`src/rtl/uart_rx_pkg.sv`:
```
package uart_rx_pkg;
   typedef enum logic [2:0] {
      ST_IDLE  = 3'd0,
      ST_START = 3'd1,
      ST_DATA  = 3'd2,
      ST_PAR   = 3'd3,
      ST_STOP  = 3'd4
   } rx_state_t;
endpackage

```
`src/rtl/uart_rx_sync.sv`:
```
module uart_rx_sync #(
   parameter int STAGES = 2
) (
   input  logic clk,
   input  logic rst_n,
   input  logic d_in,
   output logic d_out
);
   logic [STAGES-1:0] chain_q;

   generate
      for (genvar i = 0; i < STAGES; i++) begin : g_stage
         if (i == 0) begin : g_first
            always_ff @(posedge clk or negedge rst_n)
               if (!rst_n) chain_q[0] <= 1'b1;
               else        chain_q[0] <= d_in;
         end else begin : g_next
            always_ff @(posedge clk or negedge rst_n)
               if (!rst_n) chain_q[i] <= 1'b1;
               else        chain_q[i] <= chain_q[i-1];
         end
      end
   endgenerate

   assign d_out = chain_q[STAGES-1];
endmodule

```
`src/rtl/uart_rx_timer.sv`:
```
module uart_rx_timer #(
   parameter int BIT_CYC = 434
) (
   input  logic clk,
   input  logic rst_n,
   input  logic clr,
   output logic half_hit,
   output logic full_hit
);
   localparam int CW   = $clog2(BIT_CYC + 1);
   localparam int HALF = BIT_CYC / 2;

   logic [CW-1:0] cnt_q;

   always_ff @(posedge clk or negedge rst_n)
      if (!rst_n)   cnt_q <= '0;
      else if (clr) cnt_q <= '0;
      else          cnt_q <= cnt_q + 1'b1;

   assign half_hit = (cnt_q == CW'(HALF - 1));
   assign full_hit = (cnt_q == CW'(BIT_CYC - 1));
endmodule

```
`src/rtl/uart_rx_par.sv`:
```
module uart_rx_par #(
   parameter int CLK_HZ      = 50_000_000,
   parameter int BAUD        = 115_200,
   parameter int DW          = 8,
   parameter int SYNC_STAGES = 2
) (
   input  logic          clk,
   input  logic          rst_n,
   input  logic          rxd,
   input  logic          par_en,
   input  logic          par_odd,
   output logic [DW-1:0] rx_data,
   output logic          rx_done,
   output logic          rx_err
);
   import uart_rx_pkg::*;

   localparam int BIT_CYC = CLK_HZ / BAUD;
   localparam int IW      = (DW > 1) ? $clog2(DW) : 1;

   generate
      if (BIT_CYC < 4) begin : g_bad_ratio
         $error("uart_rx_par: CLK_HZ/BAUD must be at least 4");
      end
      if (DW < 5 || DW > 9) begin : g_bad_dw
         $error("uart_rx_par: DW must lie in 5..9");
      end
      if (SYNC_STAGES < 2) begin : g_bad_sync
         $error("uart_rx_par: SYNC_STAGES must be at least 2");
      end
   endgenerate

   logic          rx_s, rx_prev_q;
   logic          half_hit, full_hit, tmr_clr;
   rx_state_t     state_q;
   logic [IW-1:0] idx_q;
   logic [DW-1:0] shift_q;
   logic          pen_q, podd_q, perr_q;

   uart_rx_sync #(.STAGES(SYNC_STAGES)) sync_i (
      .clk(clk), .rst_n(rst_n), .d_in(rxd), .d_out(rx_s)
   );

   uart_rx_timer #(.BIT_CYC(BIT_CYC)) tmr_i (
      .clk(clk), .rst_n(rst_n), .clr(tmr_clr),
      .half_hit(half_hit), .full_hit(full_hit)
   );

   always_comb begin
      unique case (state_q)
         ST_IDLE:  tmr_clr = 1'b1;
         ST_START: tmr_clr = half_hit;
         default:  tmr_clr = full_hit;
      endcase
   end

   always_ff @(posedge clk or negedge rst_n) begin
      if (!rst_n) begin
         state_q   <= ST_IDLE;
         rx_prev_q <= 1'b1;
         idx_q     <= '0;
         shift_q   <= '0;
         pen_q     <= 1'b0;
         podd_q    <= 1'b0;
         perr_q    <= 1'b0;
         rx_data   <= '0;
         rx_done   <= 1'b0;
         rx_err    <= 1'b0;
      end else begin
         rx_prev_q <= rx_s;
         rx_done   <= 1'b0;
         rx_err    <= 1'b0;
         unique case (state_q)
            ST_IDLE: begin
               if (rx_prev_q && !rx_s) begin
                  state_q <= ST_START;
                  pen_q   <= par_en;
                  podd_q  <= par_odd;
                  perr_q  <= 1'b0;
                  idx_q   <= '0;
               end
            end
            ST_START: begin
               if (half_hit) state_q <= rx_s ? ST_IDLE : ST_DATA;
            end
            ST_DATA: begin
               if (full_hit) begin
                  shift_q <= {rx_s, shift_q[DW-1:1]};
                  idx_q   <= idx_q + 1'b1;
                  if (idx_q == IW'(DW - 1))
                     state_q <= pen_q ? ST_PAR : ST_STOP;
               end
            end
            ST_PAR: begin
               if (full_hit) begin
                  perr_q  <= ((^shift_q) ^ rx_s) != podd_q;
                  state_q <= ST_STOP;
               end
            end
            ST_STOP: begin
               if (full_hit) begin
                  rx_data <= shift_q;
                  rx_done <= 1'b1;
                  rx_err  <= perr_q | !rx_s;
                  state_q <= ST_IDLE;
               end
            end
            default: state_q <= ST_IDLE;
         endcase
      end
   end
endmodule

```
`config.mk`:
```
export PLATFORM = sky130hd
export DESIGN_NAME = uart_rx_par
export DESIGN_NICKNAME = d
export VERILOG_FILES = /design/src/rtl/uart_rx_pkg.sv /design/src/rtl/uart_rx_sync.sv /design/src/rtl/uart_rx_timer.sv /design/src/rtl/uart_rx_par.sv
export SDC_FILE = /design/constraint.sdc
export NUM_CORES = 1
export LEC_CHECK = 0
export ABC_AREA = 1
export BUFFER_PORTS_ARGS = -buffer_cell sky130_fd_sc_hd__buf_2
export CORE_MARGIN = 5
export CORE_UTILIZATION = 53
export DETAILED_ROUTE_END_ITERATION = 8
export GPL_ROUTABILITY_DRIVEN = 1
export PLACE_DENSITY = 0.85
export SYNTH_ARGS = -nofsm -noshare
export SYNTH_HDL_FRONTEND = slang
export SYNTH_SLANG_ARGS = --single-unit
```
`constraint.sdc`:
```
create_clock -name clk -period 1.35 [get_ports clk]
set_clock_uncertainty 0.05 [all_clocks]
set_input_delay 0.0675 -clock clk [delete_from_list [all_inputs] [get_ports clk]]
set_output_delay 0.0675 -clock clk [all_outputs]
set_load 0.05 [all_outputs]
```
==> results of run 1 <==
## through the flow
step                std cells  power [mW]  TNS (ns)  hold slack (ns)  utilization
floorplan                 222        1.94     -1.80           -0.278            -
global placement          306        2.30     -2.72           0.0939        0.653
detailed placement        306        2.35     -5.38            0.103        0.653
CTS                       324        3.17     -5.36            0.248        0.738
global route              326        3.72    -10.97            0.257        0.772
finish                    326        3.53    -10.33            0.217        0.772
## cells in the mapped netlist, types with 2 or more instances
cell and count:
nand2_1 72, o21a_1 8, ha_1 5, o21bai_1 3, nand3_1 11, dfrtp_1 36, buf_6 2, nor3_1 4
dfstp_2 3, xor2_1 2, o21ai_1 3, a21oi_1 5, nand2_2 2, inv_1 27, nor2_1 14, o21ai_0 12
## report_power, final
part           internal (mW)  switching [mW]  total (mW)  leakage, nW
Clock                  0.201           0.419       0.620       0.0282
Sequential              1.28           0.147        1.43        0.523
Combinational          0.633           0.843        1.48        0.716
Total                   2.12            1.41        3.53         1.27
## sequential cells by signal (all words and copies together) (netlist names), 3 cells and up
name	flops
idx_q	3
rx_data	8
shift_q	8
state_q	3
tmr_i.cnt_q	9
## worst min-delay path: cells and delay by family
kind                   cells  cell delay [ns]
buffers and inverters      3             1.04
## worst paths after layout
| check | startpoint | endpoint | depth (start not counted) | slack (ns) |
|---|---|---|---|---|
| setup / recovery | tmr_i.cnt_q[1]$_DFF_PN0_ | state_q[0]$_DFFE_PN0P_ | 9 | -0.38 |
| hold / removal | rst_n | tmr_i.cnt_q[6]$_DFF_PN0_ | 3 | 0.22 |
| setup reg to reg | tmr_i.cnt_q[1]$_DFF_PN0_ | state_q[0]$_DFFE_PN0P_ | 9 | -0.38 |
| hold reg to reg | sync_i.chain_q[0]$_DFF_PN1_ | sync_i.d_out$_DFF_PN1_ | 0 | 0.31 |
| max in group asynchronous | rst_n | sync_i.d_out$_DFF_PN1_ | 3 | 0.66 |
| min in group clk | rxd | sync_i.chain_q[0]$_DFF_PN1_ | 2 | 0.28 |
## logic make-up (layout without fill, tap and decap cells)
| kind of cell | after synthesis | in the layout | share of synthesized area |
|---|---|---|---|
| fa+ha+maj | 5 | 5 | 0.0330 |
| flops | 39 | 39 | 0.517 |
| compound gates | 31 | 31 | 0.0964 |
| buf+inv | 29 | 87 | 0.0654 |
| mux | 1 | 1 | 0.00594 |
| xor+xnor | 3 | 3 | 0.0139 |
| simple gates | 114 | 114 | 0.268 |
## layer usage
layer	share of wire	GRT usage	wire length, µm	vias up
met3	0.098	0.0681	593	33
met5	0	0	0	-
met4	0.051	0.111	306	0
met2	0.49	0.387	2950	155
met1	0.36	0.266	2170	890
li1	-	-	-	822
## repair_timing
item | 4_1_cts | 5_1_grt
hold endpoints to repair | 39 | 0
endpoints found under the setup margin | 35 | 36
resized for setup | 38 | 30
cloned | 2 | 1
pin swaps | 5 | 9
hold buffers | 4 | 0
setup buffers | 4 | 3
## area by class of cell
| cell class | instances | area, µm² |
|---|---|---|
| inverter | 27 | 106 |
| sequential | 39 | 981 |
| clock buffer | 6 | 41.3 |
| fill | 197 | 774 |
| multi-input combinational | 154 | 993 |
| tap | 46 | 57.6 |
| timing repair buffer | 52 | 423 |
| clock inverter | 2 | 12.5 |
==> flow_metrics.py, run 1 <==
metrics = {
    "die": {
        "fp.dieW_um": 69.8,
        "pin_count": 15,
        "initial_core_util": 0.559,
        "die_h_um": 69.8,
        "dieArea_mm2": 0.00487,
        "placement_rows": 21,
        "core_area_mm2": 0.00339,
    },
    "routing": {
        "drt_iter0_markers": 384,
        "drc": 0,
        "antenna_left": 0,
        "totalWireLength_mm": 6.02,
        "avgRoutedWirePerCell_um": 18.5,
        "via_per_inst": 5.83,
        "vias": 1900,
        "drt-pass1-iter-count": 5,
    },
    "setup_path": {
        "critPathKind": "register to register",
        "start_kind": "register",
        "cp-end-kind": "register",
        "path_max_fanout": 6,
        "critPathRequiredTime_ns": 1.57,
        "cp_slowest_stage_delay_ns": 0.43,
        "worstPathArrival_ns": 1.95,
        "path_buf_inv": 3,
        "crit_chain": "inv_2 -> buf_4 -> buf_6 -> ha_4 -> nand4_1 -> o21bai_4 -> nand3b_4 -> nand2_2 -> o21ai_1",
        "path_delay_family": "flip-flops",
        "cp_slowest_cell": "dfrtp_1",
    },
    "layout": {
        "antennaDiodeCount": 0,
        "final_cell_mix": "51 x nand2_1, 35 x dfrtp_1, 27 x buf_4",
        "final_area_mm2": 0.00262,
        "drive_above_1_share": 0.396,
        "final_common_cell": "nand2_1",
        "syn_to_final_growth_pct": 38.0,
        "final_nets": 289,
    },
    "timing": {
        "finalHoldViolCount": 0,
        "layout_setup_ws_ns": -0.376,
        "fmax_ghz": 0.580,
        "post-route-period-util": 1.28,
        "rsz0062_at_grt": "yes",
        "slew_viol_final": 0,
        "period_minus_slack_ns": 1.73,
        "slew_headroom": 0.672,
        "worst_pin_slew_ns": 0.492,
        "setup_viol": 36,
    },
    "global_route": {
        "overflow": 0,
        "gr-usage-all-layers": 0.230,
        "grt_max_degree": 40,
        "antenna_found_initial": 0,
        "grt_pass1_vias": 1879,
        "grt_pass1_wl_mm": 8.83,
    },
    "logic_synthesis": {
        "synth.cell_area_mm2": 0.00189,
        "syn_nets": 232,
        "postSynthCellCount": 222,
        "synth.top_cell.area_share": 0.476,
        "synth_ff_type": "dfrtp_1",
        "synth-async-reset-ratio": 1.00,
        "yosys-top-cells-area": "dfrtp_1 48%, nand2_1 14%, inv_1 5.4%",
        "ys_seq_area_frac": 0.517,
        "synth_cell_type_count": 29,
        "avgSynthCellArea_um2": 8.53,
        "ys_warn_count": 0,
        "synth_seq_cells": 39,
        "yosysTopAreaCell": "dfrtp_1",
        "synth-edff-count": 0,
    },
    "power_and_ir_drop": {
        "ir_drop_uv": 787,
        "powerDensity_mw_per_mm2": 1350,
        "p_leak_nw": 1.27,
    },
    "place": {
        "post-place-ws_ns": -0.259,
        "gp_congestion": 0.811,
        "detailed_place_hpwl_mm": 2.74,
        "io_buffers": 14,
        "dpl-instance-area_mm2": 0.00221,
    },
    "clocking": {
        "cts_made_buffers": 5,
        "max-clock-path-buffers": 2,
        "htreeDepth": 2,
        "tritoncts": "built",
        "cts_sinks": 39,
        "worstSkewPairLatency_ns": 0.38,
        "cts_root_buffer": "clkbuf_4",
        "clk_pin_slew_ns": 0.13,
    },
    "status": {
        "violations": "negative setup slack",
        "status": "finished with violations",
    },
    "hold_path": {
        "hold_class": "input pin to async pin",
    },
    "run": {
        "maxCapViolations": 0,
    },
}
Note: power is estimated with default switching activity, not from simulation.
==> run 2, diff against run 1 <==
- CORE_UTILIZATION: 53 -> 25
- PLACE_DENSITY: 0.85 -> 0.5
- clock period: 1.35 -> 1.9 ns (I/O delays scaled with it)
==> run 2 against run 1 <==
  * The flow now finishes without violations
  * Die area is 93% higher
  * First-iteration DRC count down 91%
  * Sequential share of layout area rose by 5.7 points
  * Critical endpoint is now rx_data[2]$_DFFE_PN0P_
  * Worst hold slack improved by 0.092 ns
  * Routed wire length decreased by 40%
  * Highest routed layer unchanged
  * Largest cell class is now flip-flops and latches
==> flow_metrics.py, run 2 (same netlist as run 1, synthesis figures left out) <==
metrics = {
    "routing": {
        "totalWireLength_mm": 3.64,
        "drt-pass1-iter-count": 4,
        "via_per_inst": 4.12,
        "avgRoutedWirePerCell_um": 10.4,
        "antenna_left": 0,
        "drt_iter0_markers": 36,
        "drc": 0,
        "vias": 1433,
    },
    "global_route": {
        "antenna_found_initial": 0,
        "overflow": 0,
        "grt_pass1_vias": 1358,
        "gr-usage-all-layers": 0.0827,
        "grt_max_degree": 40,
        "grt_pass1_wl_mm": 6.42,
    },
    "timing": {
        "fmax_ghz": 0.595,
        "layout_setup_ws_ns": 0.221,
        "fin_tns_setup_ns": 0,
        "worst_pin_slew_ns": 0.505,
        "finalHoldViolCount": 0,
        "slew_viol_final": 0,
        "slew_headroom": 0.663,
        "setup_viol": 0,
        "period_minus_slack_ns": 1.68,
        "post-route-period-util": 0.884,
        "rsz0062_at_grt": "no",
    },
    "clocking": {
        "cts_root_buffer": "clkbuf_8",
        "worstSkewPairLatency_ns": 0.29,
        "tritoncts": "built",
        "post_cts_buffers": 0,
        "clk_pin_slew_ns": 0.08,
        "max-clock-path-buffers": 2,
        "cts_sinks": 39,
        "htreeDepth": 2,
        "cts_made_buffers": 5,
    },
    "layout": {
        "final_common_cell": "nand2_1",
        "regMostFlops": "tmr_i.cnt_q",
        "final_area_mm2": 0.00226,
        "regArea_um2": 980,
        "largest_reg_flops": 9,
        "multi_input_area_um2": 791,
        "largestRegisters": "tmr_i.cnt_q: 9 flops, rx_data: 8 flops, shift_q: 8 flops",
        "antennaDiodeCount": 0,
        "drive_above_1_share": 0.153,
        "syn_to_final_growth_pct": 19.6,
        "fill_cells": 791,
        "final_nets": 258,
        "final_cell_mix": "72 x nand2_1, 36 x dfrtp_1, 27 x inv_1",
        "finish.utilization": 0.309,
    },
    "die": {
        "dieArea_mm2": 0.00942,
        "initial_core_util": 0.258,
        "core_area_mm2": 0.00733,
        "pin_count": 15,
        "placement_rows": 31,
        "fp.dieW_um": 97.0,
        "die_h_um": 97.0,
    },
    "setup_path": {
        "critPathRequiredTime_ns": 2.04,
        "path_max_fanout": 17,
        "start_kind": "register",
        "ff2ff_setup_slack_ns": 0.22,
        "critPathKind": "register to register",
        "cp_slowest_stage_delay_ns": 0.40,
        "worstPathArrival_ns": 1.82,
        "r2r_cells": 8,
        "crit_chain": "inv_1 -> ha_1 -> nand2_1 -> nor3_2 -> nand2_2 -> nor2_4 -> nand2_1 -> o21a_1",
        "cp_slowest_cell": "dfrtp_1",
        "crit_top_cell": "nand2_1",
        "cp-end-kind": "register",
        "worstReg2RegStart": "tmr_i.cnt_q[1]$_DFF_PN0_",
        "r2r_end": "rx_data[2]$_DFFE_PN0P_",
    },
    "status": {
        "status": "finished, final reports clean",
    },
    "power_and_ir_drop": {
        "p_leak_nw": 1.08,
        "switching_share": 0.305,
        "ir_drop_uv": 339,
        "comb_power_share": 0.214,
        "power.internal_mw": 1.61,
        "powerDensity_mw_per_mm2": 1020,
        "power_frac_seq": 0.428,
        "p_sw_mw": 0.707,
        "power_mw": 2.32,
        "clockPowerShare": 0.359,
    },
    "hold_path": {
        "hold_start": "sync_i.chain_q[0]$_DFF_PN1_",
        "min_to": "sync_i.d_out$_DFF_PN1_",
        "hold_class": "register to register",
        "whs_path_depth": 0,
    },
    "place": {
        "dpl-instance-area_mm2": 0.00209,
        "post-place-ws_ns": 0.202,
        "gp_congestion": 0.703,
        "io_buffers": 14,
        "detailed_place_hpwl_mm": 2.63,
    },
    "run": {
        "maxCapViolations": 0,
    },
}
run 2: cell count changes in the layout (fill, tap and decap cells not counted), sizes merged:
cell | before | now
bufinv | 0 | 2
clkbuf | 7 | 5
clkinv | 1 | 0
buf | 47 | 17
run 2: power groups by stage:
stage | Sequential, mW | Clock, mW | Combinational, mW
after detailed placement | 1.01 | 0 | 0.495
final | 0.991 | 0.831 | 0.495
after global placement | 1.00 | 0 | 0.497
after floorplan | 0.988 | 0 | 0.379
after global routing | 1.01 | 0.894 | 0.587
after CTS | 0.990 | 0.860 | 0.505
run 2: through the flow:
stage	hold WS, ns	instances
after floorplan	-0.251	222
after detailed placement	0.144	336
after CTS	0.309	348
after global placement	0.144	336
final	0.309	348
after global routing	0.317	348
run 2: final cells by class:
| cell class | instances | share of cell area |
|---|---|---|
| clock buffer | 5 | 0.0304 |
| clock inverter | 3 | 0.0298 |
| inverter | 27 | 0.0448 |
| multi-input combinational | 154 | 0.349 |
| sequential | 39 | 0.433 |
| tap | 99 | 0.0547 |
| timing repair buffer | 21 | 0.0586 |
run 2: worst max-delay path by stage:
stage | from | endpoint | slack (ns)
finish | tmr_i.cnt_q[1]$_DFF_PN0_ | rx_data[2]$_DFFE_PN0P_ | 0.22
floorplan | tmr_i.cnt_q[1]$_DFF_PN0_ | idx_q[0]$_DFFE_PN0P_ | 0.44
detailed placement | tmr_i.cnt_q[1]$_DFF_PN0_ | rx_data[2]$_DFFE_PN0P_ | 0.20
global route | tmr_i.cnt_q[1]$_DFF_PN0_ | rx_data[3]$_DFFE_PN0P_ | 0.02
global placement | tmr_i.cnt_q[1]$_DFF_PN0_ | rx_data[6]$_DFFE_PN0P_ | 0.25
CTS | tmr_i.cnt_q[1]$_DFF_PN0_ | rx_data[2]$_DFFE_PN0P_ | 0.19
run 2: critical path, delay by kind of cell (launching register included):
kind | cells | cell delay (ns)
buf+inv | 1 | 0.08
flops | 1 | 0.40
simple gates | 5 | 0.80
compound gates | 1 | 0.11
fa+ha+maj | 1 | 0.13
run 2: repair_timing:
action                     in CTS  in global routing
hold endpoints to repair       39                  0
setup endpoints to repair       0                  0
hold buffers                    4                  0
gates resized for setup         0                  0
run 2: layer usage:
metal	routed length (µm)	share of wire	global-route usage
met5	0	0	0
met4	47	0.013	0.0389
met3	73	0.020	0.0173
met2	1630	0.45	0.126
met1	1880	0.52	0.111
